### config.mk
export PLATFORM = sky130hd
export DESIGN_NAME = ild_len_decode
export DESIGN_NICKNAME = d
export VERILOG_FILES = /design/src/rtl/ild_pkg.sv /design/src/rtl/ild_full_table.sv /design/src/rtl/ild_lite_table.sv /design/src/rtl/ild_pc_step.sv /design/src/rtl/ild_len_decode.sv
export SDC_FILE = /design/constraint.sdc
export NUM_CORES = 1
export LEC_CHECK = 0
export ABC_AREA = 1
export ABC_CLOCK_PERIOD_IN_PS = 3000
export BUFFER_PORTS_ARGS = -buffer_cell sky130_fd_sc_hd__buf_2
export CORE_UTILIZATION = 42
export DETAILED_ROUTE_END_ITERATION = 6
export PLACE_DENSITY = 0.9
export SETUP_SLACK_MARGIN = 0.2
export SLEW_MARGIN = 20
export SYNTH_ARGS = -nofsm -noshare
export SYNTH_HDL_FRONTEND = slang
export SYNTH_SLANG_ARGS = --single-unit
### constraint.sdc
create_clock -name vclk -period 3
set_input_delay 0.6 -clock vclk [all_inputs]
set_output_delay 0.6 -clock vclk [all_outputs]
set_load 0.01 [all_outputs]
### src/rtl/ild_pkg.sv
package ild_pkg;
   typedef enum logic [1:0] {
      LEN16 = 2'd0,
      LEN32 = 2'd1,
      LEN48 = 2'd2,
      LEN64 = 2'd3
   } ild_len_e;

   localparam int unsigned ILD_PREFIX_W = 8;
endpackage

### src/rtl/ild_full_table.sv
module ild_full_table
   import ild_pkg::*;
#(
   parameter int unsigned PREFIX_W = 8
) (
   input  logic [PREFIX_W-1:0] i_pfx,
   input  logic                i_bundle_en,
   output ild_len_e            o_len,
   output logic                o_bundle
);
   generate
      if (PREFIX_W != ILD_PREFIX_W) begin : g_bad_pfx
         $error("ild_full_table: prefix width must be eight bits");
      end
   endgenerate

   always_comb begin
      o_len    = LEN16;
      o_bundle = 1'b0;
      casez (i_pfx)
         8'b0???_????,
         8'b10??_????,
         8'b110?_????: o_len = LEN16;
         8'b111?_11??: o_len = LEN48;
         8'b1110_0???,
         8'b1110_10??: o_len = LEN32;
         8'b1111_00??,
         8'b1111_100?: o_len = LEN32;
         8'b1111_01??,
         8'b1111_101?: begin
            if (i_bundle_en) begin
               o_len    = LEN64;
               o_bundle = 1'b1;
            end else begin
               o_len    = LEN32;
            end
         end
         default: o_len = LEN16;
      endcase
   end
endmodule

### src/rtl/ild_lite_table.sv
module ild_lite_table
   import ild_pkg::*;
#(
   parameter int unsigned PREFIX_W = 8
) (
   input  logic [PREFIX_W-1:0] i_pfx,
   output ild_len_e            o_len,
   output logic                o_illegal
);
   generate
      if (PREFIX_W != ILD_PREFIX_W) begin : g_bad_pfx
         $error("ild_lite_table: prefix width must be eight bits");
      end
   endgenerate

   always_comb begin
      o_len     = LEN32;
      o_illegal = 1'b0;
      casez (i_pfx)
         8'b0???_????,
         8'b10??_????,
         8'b110?_????: o_len = LEN16;
         8'b111?_11??: begin
            o_len     = LEN16;
            o_illegal = 1'b1;
         end
         default: o_len = LEN32;
      endcase
   end
endmodule

### src/rtl/ild_pc_step.sv
module ild_pc_step
   import ild_pkg::*;
#(
   parameter int unsigned PC_W = 32
) (
   input  logic [PC_W-1:0] i_pc,
   input  ild_len_e        i_len,
   output logic [PC_W-1:0] o_next_pc
);
   localparam int unsigned STEP_W = 4;

   generate
      if (PC_W < STEP_W) begin : g_bad_pc
         $error("ild_pc_step: PC width must be at least four bits");
      end
   endgenerate

   logic [STEP_W-1:0] step_bytes;

   always_comb begin
      step_bytes = {1'b0, ({1'b0, i_len} + 3'd1), 1'b0} >> 1;
      step_bytes = {step_bytes[STEP_W-2:0], 1'b0};
      o_next_pc  = i_pc + {{(PC_W-STEP_W){1'b0}}, step_bytes};
   end

   always_comb begin
      AST_STEP_KEEPS_ALIGN: assert (o_next_pc[0] == i_pc[0])
         else $error("next PC changed halfword alignment");
   end
endmodule

### src/rtl/ild_len_decode.sv
module ild_len_decode
   import ild_pkg::*;
#(
   parameter int unsigned PC_W     = 32,
   parameter int unsigned WORD_W   = 16,
   parameter int unsigned PREFIX_W = 8,
   parameter bit          WIDE_EN  = 1'b1
) (
   input  logic [WORD_W-1:0] i_word,
   input  logic [PC_W-1:0]   i_pc,
   input  logic              i_lite,
   input  logic              i_bundle_en,
   output logic [1:0]        o_len,
   output logic              o_bundle,
   output logic              o_illegal,
   output logic [PC_W-1:0]   o_next_pc
);
   localparam int unsigned PFX_LSB = WORD_W - PREFIX_W;

   generate
      if (WORD_W < PREFIX_W) begin : g_bad_word
         $error("ild_len_decode: word narrower than prefix");
      end
      if (PREFIX_W != ILD_PREFIX_W) begin : g_bad_pfx
         $error("ild_len_decode: prefix width must be eight bits");
      end
   endgenerate

   logic [PREFIX_W-1:0] pfx;
   logic                bundle_ok;
   ild_len_e            full_len;
   logic                full_bundle;
   ild_len_e            lite_len;
   logic                lite_illegal;
   ild_len_e            sel_len;

   assign pfx = i_word[WORD_W-1:PFX_LSB];

   generate
      if (WIDE_EN) begin : g_wide
         assign bundle_ok = i_bundle_en;
      end else begin : g_narrow
         assign bundle_ok = 1'b0;
      end
   endgenerate

   ild_full_table #(.PREFIX_W(PREFIX_W)) u_full (
      .i_pfx       (pfx),
      .i_bundle_en (bundle_ok),
      .o_len       (full_len),
      .o_bundle    (full_bundle)
   );

   ild_lite_table #(.PREFIX_W(PREFIX_W)) u_lite (
      .i_pfx     (pfx),
      .o_len     (lite_len),
      .o_illegal (lite_illegal)
   );

   always_comb begin
      if (i_lite) begin
         sel_len   = lite_len;
         o_bundle  = 1'b0;
         o_illegal = lite_illegal;
      end else begin
         sel_len   = full_len;
         o_bundle  = full_bundle;
         o_illegal = 1'b0;
      end
   end

   assign o_len = sel_len;

   ild_pc_step #(.PC_W(PC_W)) u_step (
      .i_pc      (i_pc),
      .i_len     (sel_len),
      .o_next_pc (o_next_pc)
   );

   always_comb begin
      AST_BUNDLE_IS_WIDE: assert (!o_bundle || (o_len == LEN64))
         else $error("bundle flag without 64-bit length");
      AST_BUNDLE_OFF_SCALAR: assert (i_bundle_en || !o_bundle)
         else $error("bundle flag while bundling disabled");
      AST_LONG_FULL_ONLY: assert (i_lite == 1'b0 || o_len != LEN48)
         else $error("48-bit length in reduced profile");
      AST_LITE_NO_BUNDLE: assert (!i_lite || !o_bundle)
         else $error("bundle flag in reduced profile");
      AST_ILLEGAL_SHORT: assert (!o_illegal || (i_lite && o_len == LEN16))
         else $error("illegal word not stepped by one halfword");
   end
endmodule

==> results.json, run 1 <==
{
  "first_pass_iters": 4,
  "min-delay-path-class": "in -> out",
  "seqCellArea_um2": 0,
  "placed_cells": 325,
  "maxCapViolCount": 0,
  "violations": "setup timing",
  "drive_above_1_share_pct": 51.0,
  "finish.net_count": 359,
  "syn-cell-area_mm2": 0.00108,
  "maxSlewViolCount": 0,
  "yosysSeqAreaShare_pct": 0,
  "max-vdd-ir-drop_mv": 0.100,
  "start_kind": "input pin",
  "grt_pass1_vias": 1539,
  "worstPathArrival_ps": 2550,
  "dp_hpwl_mm": 3.13,
  "synthesis.nets": 268,
  "status": "complete, but fails checks",
  "end_kind": "output pin",
  "drc_errors": 0,
  "timing.fmax_mhz": 317,
  "crit_required_ps": 2400,
  "hold_viol": 0,
  "die_x_um": 52.7,
  "seq_cell_count": 0,
  "path_class": "in -> out",
  "crit_fanout": 7,
  "finalNonFillerCells": 330,
  "fin_crit_sh_pct": 105,
  "core_mm2": 0.00232,
  "vias": 1688,
  "routedWlPerCell_um": 12.7,
  "ys.warnings.count": 0,
  "diodes": 0,
  "totalPowerFinal_uw": 211,
  "gp_congestion": 0.854,
  "fin_crit_ps": 3150,
  "hold_depth": 0,
  "rows": 17,
  "pwr_density_cell_mw_per_mm2": 108,
  "hp-start": "i_pc[0]",
  "start_util_pct": 46.5,
  "setup_ws_ps": -152,
  "utilization_pct": 84.2,
  "postCtsHoldBufs": 0,
  "ios": 86,
  "detail_route.wirelength_mm": 4.19,
  "antenna_found_initial": 0,
  "fp.dieH_um": 52.7,
  "grt_pass1_wl_mm": 6.33,
  "setup_viol": 28,
  "drtIter0Drc": 57,
  "min_to": "o_next_pc[0]",
  "tightestPinTransition_ps": 311,
  "synthDistinctLibCells": 20,
  "vias_per_cell": 5.12,
  "p_leak_uw": 0.00102,
  "port_buffers": 75,
  "grt_max_degree": 8,
  "synth_cells": 213,
  "area.growth.synth_to_final_pct": 81.0,
  "overflow": 0,
  "track_usage_pct": 30.1,
  "nClkBuffers": 0,
  "postSynthAreaPerCell_um2": 5.06,
  "final_antenna_net_count": 0,
  "slew-limit-headroom_pct": 79.2,
  "rsz0062_at_grt": "yes",
  "dieArea_mm2": 0.00277
}
## layout make-up
class              instances  area (µm²)
well taps                 28        35.0
inverters                 19        73.8
repair buffers            90         574
multi-input cells        193        1270
fillers                  151         367
## stage by stage
stage	hold slack, ps	setup slack [ps]	setup TNS, ps	instance area (µm²)
2_1_floorplan	1260	170	0	1220
3_3_place_gp	1200	-71.2	-322	1700
3_5_place_dp	1200	-150	-1880	1700
4_1_cts	1200	-78.0	-214	1860
5_1_grt	1200	-218	-5030	1950
6_report	1200	-152	-2870	1950
## power breakdown
part	internal (µW)	leakage [µW]	switching (µW)
Clock	0	0	0
Combinational	98.1	0.00102	113
Sequential	0	0	0
## what timing repair did
action / in CTS / in global routing
hold endpoints to repair: 0 / 0
gates resized for setup: 29 / 16
pin swaps: 37 / 26
endpoints found under the setup margin: 29 / 29
buffers inserted: 1 / 4
## Yosys cell counts
cell type,number,area share [%]
a21o_1,1,0.70
a21oi_2,1,0.81
a21oi_4,1,1.5
and3_1,1,0.58
buf_4,1,0.70
fa_1,1,1.9
ha_1,4,4.6
inv_1,19,6.6
nand2_1,94,33
nand2_2,9,5.2
nand3_1,10,4.6
nand3b_1,11,7.7
nand4_1,2,1.2
nor2_1,34,12
nor2_2,3,1.7
nor2_4,5,5.2
o21ai_0,1,0.46
o22ai_1,1,0.58
xnor2_1,5,4.1
xor2_1,9,7.3
## worst max-delay path, stage by stage
cell and delay [ps]:
buf_8 70, a21o_1 120, nand4_1 170, o22ai_4 210
ha_4 260, fa_2 420, nand2_4 100, buf_6 100
nand2_4 40, nand2_4 90, nor2_4 70, xor2_2 160
buf_2 140
## logic make-up after synthesis
kind of cell               Yosys count  share of synthesized area [%]
AOI/OAI and AO/OA                    5                           4.06
xor gates and xnor gates            14                           11.4
adders and majority gates            5                           6.50
buffers and inverters               20                           7.31
and+or+nand+nor                    169                           70.8
## per-layer routing
layer / GRT usage [%] / up-vias / wire [µm]
met5: 0 / - / 0
met3: 1.45 / 15 / 325
met1: 32.0 / 735 / 1480
li1: - / 834 / -
met4: 9.21 / 0 / 124
met2: 61.4 / 104 / 2260
## layout by cell type (no fill, tap or decap), types with 2 or more instances in the layout
master	synthesis	routed
ha_4	0	3
buf_4	1	13
nor2_1	34	32
xor2_2	0	5
buf_2	0	63
nand4_1	2	2
inv_1	19	17
nor2_4	5	7
buf_6	0	13
nand2_2	9	23
nor2_2	3	3
a21oi_4	1	2
nand3b_1	11	11
nand3_2	0	4
nand2_4	0	7
nand3_1	10	5
xor2_1	9	4
nand2_1	94	73
xnor2_2	0	4
## how the worst max path moves through the flow
stage                    start            end  slack [ps]  cells past startpoint
CTS                  i_word[9]  o_next_pc[23]         -80                     14
global route         i_word[9]  o_next_pc[28]        -220                     15
finish              i_word[11]  o_next_pc[13]        -150                     13
detailed placement  i_word[11]  o_next_pc[23]        -150                     14
global placement    i_word[11]  o_next_pc[23]         -70                     14
floorplan           i_word[13]  o_next_pc[14]         170                     11
Power figures use the tool's default switching activity.
==> run 2: changes to the inputs <==
--- a/config.mk
+++ b/config.mk
@@ -5,12 +5,11 @@
 export SDC_FILE = /design/constraint.sdc
 export NUM_CORES = 1
 export LEC_CHECK = 0
-export ABC_AREA = 1
 export ABC_CLOCK_PERIOD_IN_PS = 3000
 export BUFFER_PORTS_ARGS = -buffer_cell sky130_fd_sc_hd__buf_2
-export CORE_UTILIZATION = 42
+export CORE_UTILIZATION = 37
 export DETAILED_ROUTE_END_ITERATION = 6
-export PLACE_DENSITY = 0.9
+export PLACE_DENSITY = 0.86
 export SETUP_SLACK_MARGIN = 0.2
 export SLEW_MARGIN = 20
 export SYNTH_ARGS = -nofsm -noshare
==> run 2 against run 1 <==
Against the previous run:
- the flow still finishes with violations (setup timing)
- maximum frequency decreased by 9.5%
- final cell count decreased by 32%
- synthesized area decreased by 27%
- clock-buffer cell count unchanged
- hold slack unchanged
- global-route usage decreased by 8.1 points
- total power decreased by 12%
- first-iteration DRC count decreased by 82%
- via count decreased by 29%
- largest cell class unchanged
- largest power group unchanged
- highest routed layer unchanged
==> results.json, run 2 <==
{
  "dieArea_mm2": 0.00232,
  "port_buffers": 75,
  "fin_hold_ws_ps": 1200,
  "crit_start": "i_word[10]",
  "grt_max_degree": 13,
  "violations": "setup timing",
  "postSynthAreaPerCell_um2": 7.31,
  "pwr_density_cell_mw_per_mm2": 114,
  "yosysTopAreaCell": "xnor2_1",
  "path_class": "in -> out",
  "crit_fanout": 4,
  "routedWlPerCell_um": 14.1,
  "dp_hpwl_mm": 2.19,
  "layout.cells.most_common_list": "buf_2, xnor2_2, nand2_1, nand4_1, buf_4",
  "crit_chain": "buf_6 -> nand3b_1 -> a2111oi_4 -> or2_4 -> ha_4 -> buf_6 -> ha_4 -> a211oi_4 -> nor3_2 -> nand4_1 -> xnor2_1 -> buf_2",
  "final_antenna_net_count": 0,
  "start_kind": "input pin",
  "synth_cells": 108,
  "fp.dieH_um": 48.2,
  "seqCellArea_um2": 0,
  "syn-cell-area_um2": 790,
  "cp_slowest_stage_delay_ps": 390,
  "synthTopCellsByCount": "xnor2_1, nand2_1, nand4_1",
  "setup_viol": 29,
  "worstPathArrival_ps": 2880,
  "diodes": 0,
  "overflow": 0,
  "max-vdd-ir-drop_mv": 0.110,
  "seq_cell_count": 0,
  "gp_congestion": 0.759,
  "grt_pass1_wl_mm": 3.75,
  "p_sw_uw": 94.3,
  "drtIter0Drc": 10,
  "fin_crit_sh_pct": 116,
  "vias": 1197,
  "first_pass_iters": 4,
  "detail_route.wirelength_mm": 3.17,
  "grt_pass1_vias": 940,
  "min-delay-path-class": "in -> out",
  "hold_viol": 0,
  "end_kind": "output pin",
  "timing.fmax_mhz": 287,
  "p_comb_share_pct": 100.0,
  "fin_crit_ps": 3480,
  "die_x_um": 48.2,
  "final_common_cell": "buf_2",
  "p_leak_uw": 0.000816,
  "ys_top_cells_by_area": "xnor2_1, xor2_1, nand4_1, ha_1, nand2_1",
  "crit_required_ps": 2400,
  "synthDistinctLibCells": 30,
  "multi_input_area_mm2": 0.00103,
  "maxCapViolCount": 0,
  "synthesis.nets": 163,
  "nClkBuffers": 0,
  "antenna_found_initial": 0,
  "totalPowerFinal_uw": 186,
  "rsz0062_at_grt": "yes",
  "maxSlewViolCount": 0,
  "p_int_uw": 91.2,
  "synth.most_common_cell": "xnor2_1",
  "rows": 16,
  "finish.net_count": 254,
  "start_util_pct": 39.8,
  "drc_errors": 0,
  "track_usage_pct": 22.1,
  "power_frac_seq_pct": 0,
  "tightestPinTransition_ps": 521,
  "postCtsHoldBufs": 0,
  "clockPowerShare_pct": 0,
  "ios": 86,
  "drive_above_1_share_pct": 67.5,
  "synth_top_area_share_pct": 21.1,
  "setup_ws_ps": -484,
  "hp-start": "i_pc[0]",
  "yosysSeqAreaShare_pct": 0,
  "finalSetupTns_ps": -11210,
  "n_fill_cell": 125,
  "area.growth.synth_to_final_pct": 106,
  "critPathSlowestCell": "a211oi_4",
  "p_sw_share_pct": 50.8,
  "core_mm2": 0.00198,
  "status": "complete, but fails checks",
  "vias_per_cell": 5.34,
  "ys.warnings.count": 0,
  "slew-limit-headroom_pct": 65.1
}
## run 2: cell count changes after synthesis, moves of 3 or more
cell / delta
and3_1: +4
inv_1: -16
nand2_1: -82
nand2_2: -9
nand3_1: -3
nand3b_1: -10
nand4_1: +8
nand4b_1: +4
nor2_1: -25
nor2_2: -3
nor2_4: -5
nor4_2: +3
xnor2_1: +14
## run 2: cell families (layout without fill, tap and decap cells)
logic type,after synthesis,in the layout,share of synthesized area (%)
compound gates,6,6,5.23
xor+xnor,28,28,31.1
fa+ha+maj,5,5,8.88
simple gates,63,64,50.6
buf+inv,6,94,4.28
## run 2: area by class of cell
class,count,share of cell area [%]
multi-input combinational,103,63.6
tap,27,2.08
timing repair buffer,91,33.6
inverter,3,0.693
## run 2: per-layer routing
| metal | vias up | wire length, µm | GRT usage (%) |
|---|---|---|---|
| met3 | 8 | 176 | 1.11 |
| li1 | 571 | - | - |
| met4 | 0 | 73 | 5.00 |
| met5 | - | 0 | 0 |
| met2 | 62 | 1870 | 49.1 |
| met1 | 556 | 1050 | 20.9 |
## run 2: power groups by stage
stage | clock [µW] | sequential (µW) | combinational [µW]
floorplan | 0 | 0 | 72.4
global placement | 0 | 0 | 146
detailed placement | 0 | 0 | 152
CTS | 0 | 0 | 172
global route | 0 | 0 | 199
finish | 0 | 0 | 186
## run 2: metrics by stage
step                utilization [%]  cell area [µm²]  instances  setup slack [ps]
floorplan                         -              932        108              -321
global placement               70.6             1400        216              -473
detailed placement             70.6             1400        216              -569
CTS                            77.5             1540        222              -451
global route                   81.9             1620        224              -585
finish                         81.9             1620        224              -484
## run 2: final timing paths
| check | end | slack [ps] | depth (start not counted) |
|---|---|---|---|
| worst max-delay path | o_next_pc[24] | -480 | 12 |
| worst min-delay path | o_next_pc[0] | 1200 | 0 |
## run 2: what timing repair did
action,CTS,global route
setup buffers,5,2
setup endpoints to repair,30,30
resized for setup,19,16
pin swaps,12,17
gates cloned,1,0
## run 2: critical path, delay by kind of cell
kind                     cells  cell delay, ps
AO/OA/AOI/OAI                2             720
XOR/XNOR                     1             120
adder cells (fa/ha/maj)      2             420
buffers and inverters        3             350
AND/OR/NAND/NOR              4             660
